[src/rtl/futx_pkg.sv]
package futx_pkg;

    localparam int LINE_W = 6;
    localparam int DATA_W = 8;
    localparam int IDX_W  = $clog2(DATA_W);

    typedef enum logic [2:0] {
        FS_IDLE   = 3'd0,
        FS_START  = 3'd1,
        FS_DATA   = 3'd2,
        FS_PARITY = 3'd3,
        FS_STOP   = 3'd4
    } fstate_e;

    // decoded line format, captured once per frame
    typedef struct packed {
        logic [IDX_W-1:0] last_idx;   // index of the final data bit
        logic             two_stop;
        logic             par_en;
        logic             par_even;
    } fmt_t;

    function automatic fmt_t decode_line(input logic [LINE_W-1:0] line);
        fmt_t f;
        // word length - 1 = line[1:0] + 4
        f.last_idx = {1'b1, line[1:0]};
        f.two_stop = line[2];
        f.par_even = line[3];
        f.par_en   = line[5];
        return f;
    endfunction

endpackage

[src/rtl/futx_baud.sv]
module futx_baud #(
    parameter int DIV_W  = 16,
    parameter int FRAC_W = 3,
    parameter int SLOTS  = 16
) (
    input  logic              clk,
    input  logic              rst_n,
    input  logic              run,
    input  logic              restart,
    input  logic [DIV_W-1:0]  div,
    input  logic [FRAC_W-1:0] frac,
    output logic              bit_tick
);

    localparam int SLOT_W = $clog2(SLOTS);
    localparam int CNT_W  = DIV_W + 1;
    localparam int CMP_W  = (SLOT_W > FRAC_W) ? SLOT_W : FRAC_W;
    localparam int PER_W  = DIV_W + SLOT_W + 2;

    typedef struct packed {
        logic [SLOT_W-1:0] slot;
        logic [CNT_W-1:0]  cyc;
    } bst_t;

    bst_t             bst_d, bst_q;
    logic             extra;
    logic [CNT_W-1:0] last_cyc;
    logic             slot_end;
    logic             last_slot;

    always_comb begin
        bst_d     = bst_q;
        // the first frac slots of every bit are one cycle longer
        extra     = CMP_W'(bst_q.slot) < CMP_W'(frac);
        last_cyc  = CNT_W'(div) + CNT_W'(extra);
        slot_end  = (bst_q.cyc == last_cyc);
        last_slot = (bst_q.slot == SLOT_W'(SLOTS - 1));
        bit_tick  = run && slot_end && last_slot;

        if (restart || !run) begin
            bst_d = '0;
        end else if (slot_end) begin
            bst_d.cyc  = '0;
            bst_d.slot = last_slot ? '0 : bst_q.slot + 1'b1;
        end else begin
            bst_d.cyc = bst_q.cyc + 1'b1;
        end
    end

    always_ff @(posedge clk or negedge rst_n) begin
        if (!rst_n) bst_q <= '0;
        else        bst_q <= bst_d;
    end

    // period monitor: cycles from restart or previous tick to this tick
    logic [PER_W-1:0] per_q;
    logic [PER_W-1:0] per_exp;

    assign per_exp = (PER_W'(div) + PER_W'(1)) * PER_W'(SLOTS) + PER_W'(frac);

    always_ff @(posedge clk or negedge rst_n) begin
        if (!rst_n)                   per_q <= '0;
        else if (restart || bit_tick) per_q <= '0;
        else if (run)                 per_q <= per_q + 1'b1;
    end

    assert_bit_period_R1: assert property (@(posedge clk) disable iff (!rst_n)
        (bit_tick && !restart) |-> (per_q == per_exp - PER_W'(1)));

endmodule

[src/rtl/futx_frame.sv]
module futx_frame
    import futx_pkg::*;
#(
    parameter int DIV_W  = 16,
    parameter int FRAC_W = 3
) (
    input  logic              clk,
    input  logic              rst_n,
    input  logic [DIV_W-1:0]  cfg_div,
    input  logic [FRAC_W-1:0] cfg_frac,
    input  logic [LINE_W-1:0] cfg_line,
    input  logic [DATA_W-1:0] in_data,
    input  logic              in_valid,
    input  logic              bit_tick,
    output logic              in_ready,
    output logic              txd,
    output logic              buf_empty,
    output logic              tx_empty,
    output logic              busy,
    output logic              load,
    output logic [DIV_W-1:0]  lat_div,
    output logic [FRAC_W-1:0] lat_frac
);

    typedef struct packed {
        fstate_e           st;
        logic [DATA_W-1:0] hold;
        logic              hold_vld;
        logic [DATA_W-1:0] shift;
        logic [IDX_W-1:0]  idx;
        logic              stop_idx;
        logic              par;
        fmt_t              fmt;
        logic [DIV_W-1:0]  div;
        logic [FRAC_W-1:0] frac;
        logic              txd;
    } fr_t;

    fr_t               fr_d, fr_q;
    fmt_t              fmt_new;
    logic [DATA_W-1:0] wmask;
    logic [DATA_W-1:0] masked;
    logic              accept;
    logic              frame_done;

    // line bit 4 carries no function
    logic              line_unused;
    assign line_unused = cfg_line[4];

    always_comb begin
        fr_d       = fr_q;
        fmt_new    = decode_line(cfg_line);
        wmask      = {DATA_W{1'b1}} >> (IDX_W'(DATA_W - 1) - fmt_new.last_idx);
        masked     = fr_q.hold & wmask;
        accept     = in_valid && !fr_q.hold_vld;
        frame_done = bit_tick && (fr_q.st == FS_STOP) &&
                     (fr_q.stop_idx == fr_q.fmt.two_stop);
        load       = fr_q.hold_vld && (cfg_div != '0) &&
                     ((fr_q.st == FS_IDLE) || frame_done);

        if (bit_tick) begin
            case (fr_q.st)
                FS_START: begin
                    fr_d.st  = FS_DATA;
                    fr_d.idx = '0;
                end
                FS_DATA: begin
                    fr_d.shift = {1'b0, fr_q.shift[DATA_W-1:1]};
                    if (fr_q.idx == fr_q.fmt.last_idx) begin
                        fr_d.st       = fr_q.fmt.par_en ? FS_PARITY : FS_STOP;
                        fr_d.stop_idx = 1'b0;
                    end else begin
                        fr_d.idx = fr_q.idx + 1'b1;
                    end
                end
                FS_PARITY: begin
                    fr_d.st       = FS_STOP;
                    fr_d.stop_idx = 1'b0;
                end
                FS_STOP: begin
                    if (frame_done) fr_d.st       = FS_IDLE;
                    else            fr_d.stop_idx = 1'b1;
                end
                default: fr_d.st = FS_IDLE;
            endcase
        end

        if (load) begin
            fr_d.st       = FS_START;
            fr_d.shift    = masked;
            fr_d.fmt      = fmt_new;
            fr_d.div      = cfg_div;
            fr_d.frac     = cfg_frac;
            fr_d.par      = fmt_new.par_even ? (^masked) : ~(^masked);
            fr_d.hold_vld = 1'b0;
            fr_d.idx      = '0;
            fr_d.stop_idx = 1'b0;
        end

        if (accept) begin
            fr_d.hold     = in_data;
            fr_d.hold_vld = 1'b1;
        end

        case (fr_d.st)
            FS_START:  fr_d.txd = 1'b0;
            FS_DATA:   fr_d.txd = fr_d.shift[0];
            FS_PARITY: fr_d.txd = fr_d.par;
            default:   fr_d.txd = 1'b1;
        endcase
    end

    always_ff @(posedge clk or negedge rst_n) begin
        if (!rst_n) begin
            fr_q     <= '0;
            fr_q.txd <= 1'b1;
        end else begin
            fr_q <= fr_d;
        end
    end

    assign in_ready  = !fr_q.hold_vld;
    assign buf_empty = !fr_q.hold_vld;
    assign tx_empty  = (fr_q.st == FS_IDLE) && !fr_q.hold_vld;
    assign busy      = (fr_q.st != FS_IDLE);
    assign txd       = fr_q.txd;
    assign lat_div   = fr_q.div;
    assign lat_frac  = fr_q.frac;

    assert_idle_line_high_R6: assert property (@(posedge clk) disable iff (!rst_n)
        (fr_q.st == FS_IDLE) |-> fr_q.txd);

    assert_start_bit_low_R6: assert property (@(posedge clk) disable iff (!rst_n)
        (fr_q.st == FS_START) |-> !fr_q.txd);

    assert_zero_div_waits_R2: assert property (@(posedge clk) disable iff (!rst_n)
        ((fr_q.st == FS_IDLE) && fr_q.hold_vld && (cfg_div == '0))
        |=> ((fr_q.st == FS_IDLE) && fr_q.hold_vld));

    assert_cfg_frozen_R9: assert property (@(posedge clk) disable iff (!rst_n)
        ((fr_q.st != FS_IDLE) && !load)
        |=> ($stable(fr_q.fmt) && $stable(fr_q.div) && $stable(fr_q.frac)));

    assert_accept_clears_R7: assert property (@(posedge clk) disable iff (!rst_n)
        (in_valid && in_ready) |=> (!buf_empty && !tx_empty));

    assert_back_to_back_R10: assert property (@(posedge clk) disable iff (!rst_n)
        (frame_done && fr_q.hold_vld && (cfg_div != '0)) |=> (fr_q.st == FS_START));

endmodule

[src/rtl/frac_uart_tx.sv]
module frac_uart_tx
    import futx_pkg::*;
#(
    parameter int DIV_W  = 16,
    parameter int FRAC_W = 3,
    parameter int SLOTS  = 16
) (
    input  logic              clk,
    input  logic              rst_n,
    input  logic [DIV_W-1:0]  cfg_div,
    input  logic [FRAC_W-1:0] cfg_frac,
    input  logic [LINE_W-1:0] cfg_line,
    input  logic [DATA_W-1:0] tx_data,
    input  logic              tx_valid,
    output logic              tx_ready,
    output logic              txd,
    output logic              tx_empty,
    output logic              buf_empty
);

    logic              busy;
    logic              load;
    logic              bit_tick;
    logic [DIV_W-1:0]  lat_div;
    logic [FRAC_W-1:0] lat_frac;

    futx_frame #(
        .DIV_W  (DIV_W),
        .FRAC_W (FRAC_W)
    ) u_frame (
        .clk       (clk),
        .rst_n     (rst_n),
        .cfg_div   (cfg_div),
        .cfg_frac  (cfg_frac),
        .cfg_line  (cfg_line),
        .in_data   (tx_data),
        .in_valid  (tx_valid),
        .bit_tick  (bit_tick),
        .in_ready  (tx_ready),
        .txd       (txd),
        .buf_empty (buf_empty),
        .tx_empty  (tx_empty),
        .busy      (busy),
        .load      (load),
        .lat_div   (lat_div),
        .lat_frac  (lat_frac)
    );

    futx_baud #(
        .DIV_W  (DIV_W),
        .FRAC_W (FRAC_W),
        .SLOTS  (SLOTS)
    ) u_baud (
        .clk      (clk),
        .rst_n    (rst_n),
        .run      (busy),
        .restart  (load),
        .div      (lat_div),
        .frac     (lat_frac),
        .bit_tick (bit_tick)
    );

    assert_ready_mirrors_R10: assert property (@(posedge clk) disable iff (!rst_n)
        tx_ready == buf_empty);

endmodule

[config.mk]
export PLATFORM = sky130hd
export DESIGN_NAME = frac_uart_tx
export DESIGN_NICKNAME = d
export VERILOG_FILES = /design/src/rtl/futx_pkg.sv /design/src/rtl/futx_baud.sv /design/src/rtl/futx_frame.sv /design/src/rtl/frac_uart_tx.sv
export SDC_FILE = /design/constraint.sdc
export NUM_CORES = 1
export LEC_CHECK = 0
export BUFFER_PORTS_ARGS = -buffer_cell sky130_fd_sc_hd__buf_2
export CAP_MARGIN = 40
export CORE_ASPECT_RATIO = 1.4
export CORE_MARGIN = 8
export CORE_UTILIZATION = 32
export CTS_BUF_LIST = sky130_fd_sc_hd__clkbuf_8 sky130_fd_sc_hd__clkbuf_16
export DETAILED_ROUTE_END_ITERATION = 8
export MAX_ROUTING_LAYER = met4
export PLACE_DENSITY_LB_ADDON = 0.08
export SYNTH_ARGS = -nofsm -noshare
export SYNTH_HDL_FRONTEND = slang
export SYNTH_SLANG_ARGS = --single-unit
[constraint.sdc]
create_clock -name clk -period 3.61 [get_ports clk]
set_input_delay 0.361 -clock clk [delete_from_list [all_inputs] [get_ports clk]]
set_output_delay 0.361 -clock clk [all_outputs]
set_load 0.05 [all_outputs]
==> results.cfg <==
[critical_path]
worstPathCellList = ha_1 > a21o_1 > a211oi_2 > ha_2 > buf_4 > ha_4 > nand3_4 > or4_1 > mux2i_1 > o22ai_2 > a311oi_4 > nand4_1 > a21oi_4 > buf_6 > buf_8 > mux2_4
crit_end = u_frame.lat_div[0]
required_ns = 3.82
cp_max_fo = 7
cp-end-kind = register
worstPathArrival_ns = 4.07
r2r-end = u_frame.lat_div[0]
start_kind = register
cp-startpoint = u_baud.bst_q[18]
r2r-start = u_baud.bst_q[18]
r2r_cells = 16
cpPeakStageDelay_ns = 0.45
slowest_stage = or4_1
rrSetupSlack_ns = -0.25
crit_type = reg2reg

[yosys]
synth-async-reset-ratio = 1.00
yosysWarnings = 0
synthCells = 390
post_synth.cell_area_avg_um2 = 10.2
yosysSeqAreaShare = 0.446
synth.distinct_cells = 59
ys_top_cells_by_area = dfrtp_1, xnor2_1, xor2_1
synth_edf_count = 0
syn-cell-area_mm2 = 0.00399
synthFlopType = dfrtp_1
yosysTopAreaCell = dfrtp_1
synth.net_count = 433
netlist.area_leader.share = 0.439
synth_seq_cells = 71

[layout]
areaGrowthSynthToFinish_pct = 35.8
num_antenna_cells = 0
final_common_cell = dfrtp_1
nFillCells = 1196
nets = 518
design_area_mm2 = 0.00541
mostFrequentLayoutCells = dfrtp_1, buf_2, nor2_1
multiInputGateArea_mm2 = 0.00238
register_area_mm2 = 0.00178
drive_gt1_frac = 0.375
final_cells = 630
post-route-util = 0.442

[placed_design]
gp_congestion = 0.808
dp.cells = 594
dpl.hpwl_mm = 7.44
placed_area_mm2 = 0.00465
port_buffers = 38

[floorplanning]
row_count = 48
start_util = 0.325
core_area_mm2 = 0.0123
die_w_um = 110
die_area_mm2 = 0.0163
die_h_um = 148
ios = 40

[timing]
fin_crit_ns = 3.86
holdWs_ns = 0.235
skew_ns = 0.00593
rsz0062_at_grt = true
final_max_slew_viol_count = 0
fin_crit_sh = 1.07
finalSetupViolCount = 44
maxSlewHeadroom = 0.469
clock.fmax_mhz = 259
hold_viol_final = 0
layout_setup_ws_ns = -0.248
worstMarginPinSlew_ns = 0.795

[power]
ir_drop_v = 0.000325
leakage_nw = 2.41
p_per_area_mw_per_mm2 = 675

[global_route]
grt_pass1_vias = 3345
antenna_found_initial = 0
overflow = 0
grt_pass1_wl_mm = 16.8
grt_usage = 0.136
grt_start_max_net_pins = 48

[routing]
wl_per_cell_um = 16.3
drt_wl_total_mm = 10.3
drt_pass1_iterations = 4
ant_nets = 0
vias = 3197
viasPerCell = 5.07
drtIter0Drc = 79
drc = 0

[clock_network]
htree_levels = 3
clk_pin_slew_worst_paths_ns = 0.05
clockBufferDepth = 2
insertion_delay_ns = 0.33
cts_tree = done
clock-sinks = 71
root_buffer = clkbuf_16
tritoncts.num_buffers = 9

[run_status]
status = complete, but fails checks
violations = negative setup slack

[job]
cap_violations = 0

[hold_path]
worstHoldStart = cfg_frac[2]
hold_path_class = in2reg
-- worst max-delay path: cells and delay by family, from the launching register on --
kind                       cells  cell delay (ns)
buffers and inverters          3             0.39
DFF                            1             0.38
muxes                          2             0.50
AOI/OAI and AO/OA              5             1.04
and+or+nand+nor                3             0.80
adders and majority gates      3             0.62
-- routing by layer --
metal,up-vias,global-route usage,part of all wire
met5,-,-,0
met4,0,0.0535,0.024
met3,20,0.0260,0.025
met2,45,0.228,0.53
met1,1559,0.154,0.42
li1,1573,-,-
-- area by class of cell --
cell class              count  area share
clock buffers               9      0.0416
clock inverters             7     0.00624
inverters                  12     0.00832
multi-input cells         289       0.441
flip-flops and latches     71       0.328
well taps                 150      0.0347
repair buffers             92       0.140
-- power by group --
part           total [mW]  internal, mW  switching [mW]  leakage, nW
Clock               0.789         0.453           0.336        0.139
Sequential           1.39          1.06           0.328        0.889
Combinational        1.47         0.831           0.642         1.38
Total                3.65          2.35            1.31         2.41
-- worst min-delay path by stage --
stage	endpoint	cells past startpoint
6_report	u_frame.lat_frac[2]	3
5_1_grt	u_frame.lat_frac[1]	3
4_1_cts	u_frame.fr_q[40]	3
3_5_place_dp	u_frame.lat_div[3]	1
3_3_place_gp	u_frame.fr_q[33]	1
2_1_floorplan	u_baud.bst_q[0]	0
-- cell usage after synthesis (all sizes together) (7+ instances only) --
| master | n |
|---|---|
| o21ai | 15 |
| buf | 8 |
| xor2 | 19 |
| nor3 | 8 |
| nor4 | 9 |
| mux2 | 26 |
| inv | 12 |
| nand2 | 22 |
| dfrtp | 70 |
| ha | 7 |
| nor2 | 36 |
| and3 | 9 |
| clkbuf | 10 |
| a21oi | 13 |
| nand3 | 21 |
| xnor2 | 27 |
| nand4 | 13 |
-- cell families (layout without fill, tap and decap cells) --
kind of cell	after synthesis	count (layout)	share of synthesized area
compound gates	60	60	0.105
simple gates	144	144	0.203
fa+ha+maj	7	7	0.0220
xor+xnor	46	46	0.101
mux	32	32	0.0885
buf+inv	30	120	0.0345
flops	71	71	0.446
-- through the flow --
stage / total power, mW / worst slack (ns) / TNS (ns)
2_1_floorplan: 2.26 / -0.0725 / -1.04
3_3_place_gp: 2.63 / -0.297 / -9.34
3_5_place_dp: 2.65 / -0.285 / -8.48
4_1_cts: 3.60 / -0.244 / -7.01
5_1_grt: 3.91 / -0.395 / -15.46
6_report: 3.65 / -0.248 / -8.21
-- registers in the layout, summed over array words and instances, names as in the netlist --
| name | flops |
|---|---|
| u_frame.fr_q | 30 |
| u_frame.lat_div | 16 |
| u_frame.txd | 1 |
| u_baud.bst_q | 21 |
| u_frame.lat_frac | 3 |
-- repair_timing --
item                                   in CTS  in global routing
pin swaps                                  17                 19
hold buffers                                1                  0
resized for setup                          45                 40
setup buffers                              10                  8
cloned                                      1                  1
setup endpoints to repair                  44                 62
endpoints found under the hold margin      24                  0
No activity file was read; power rests on OpenSTA's default activity.
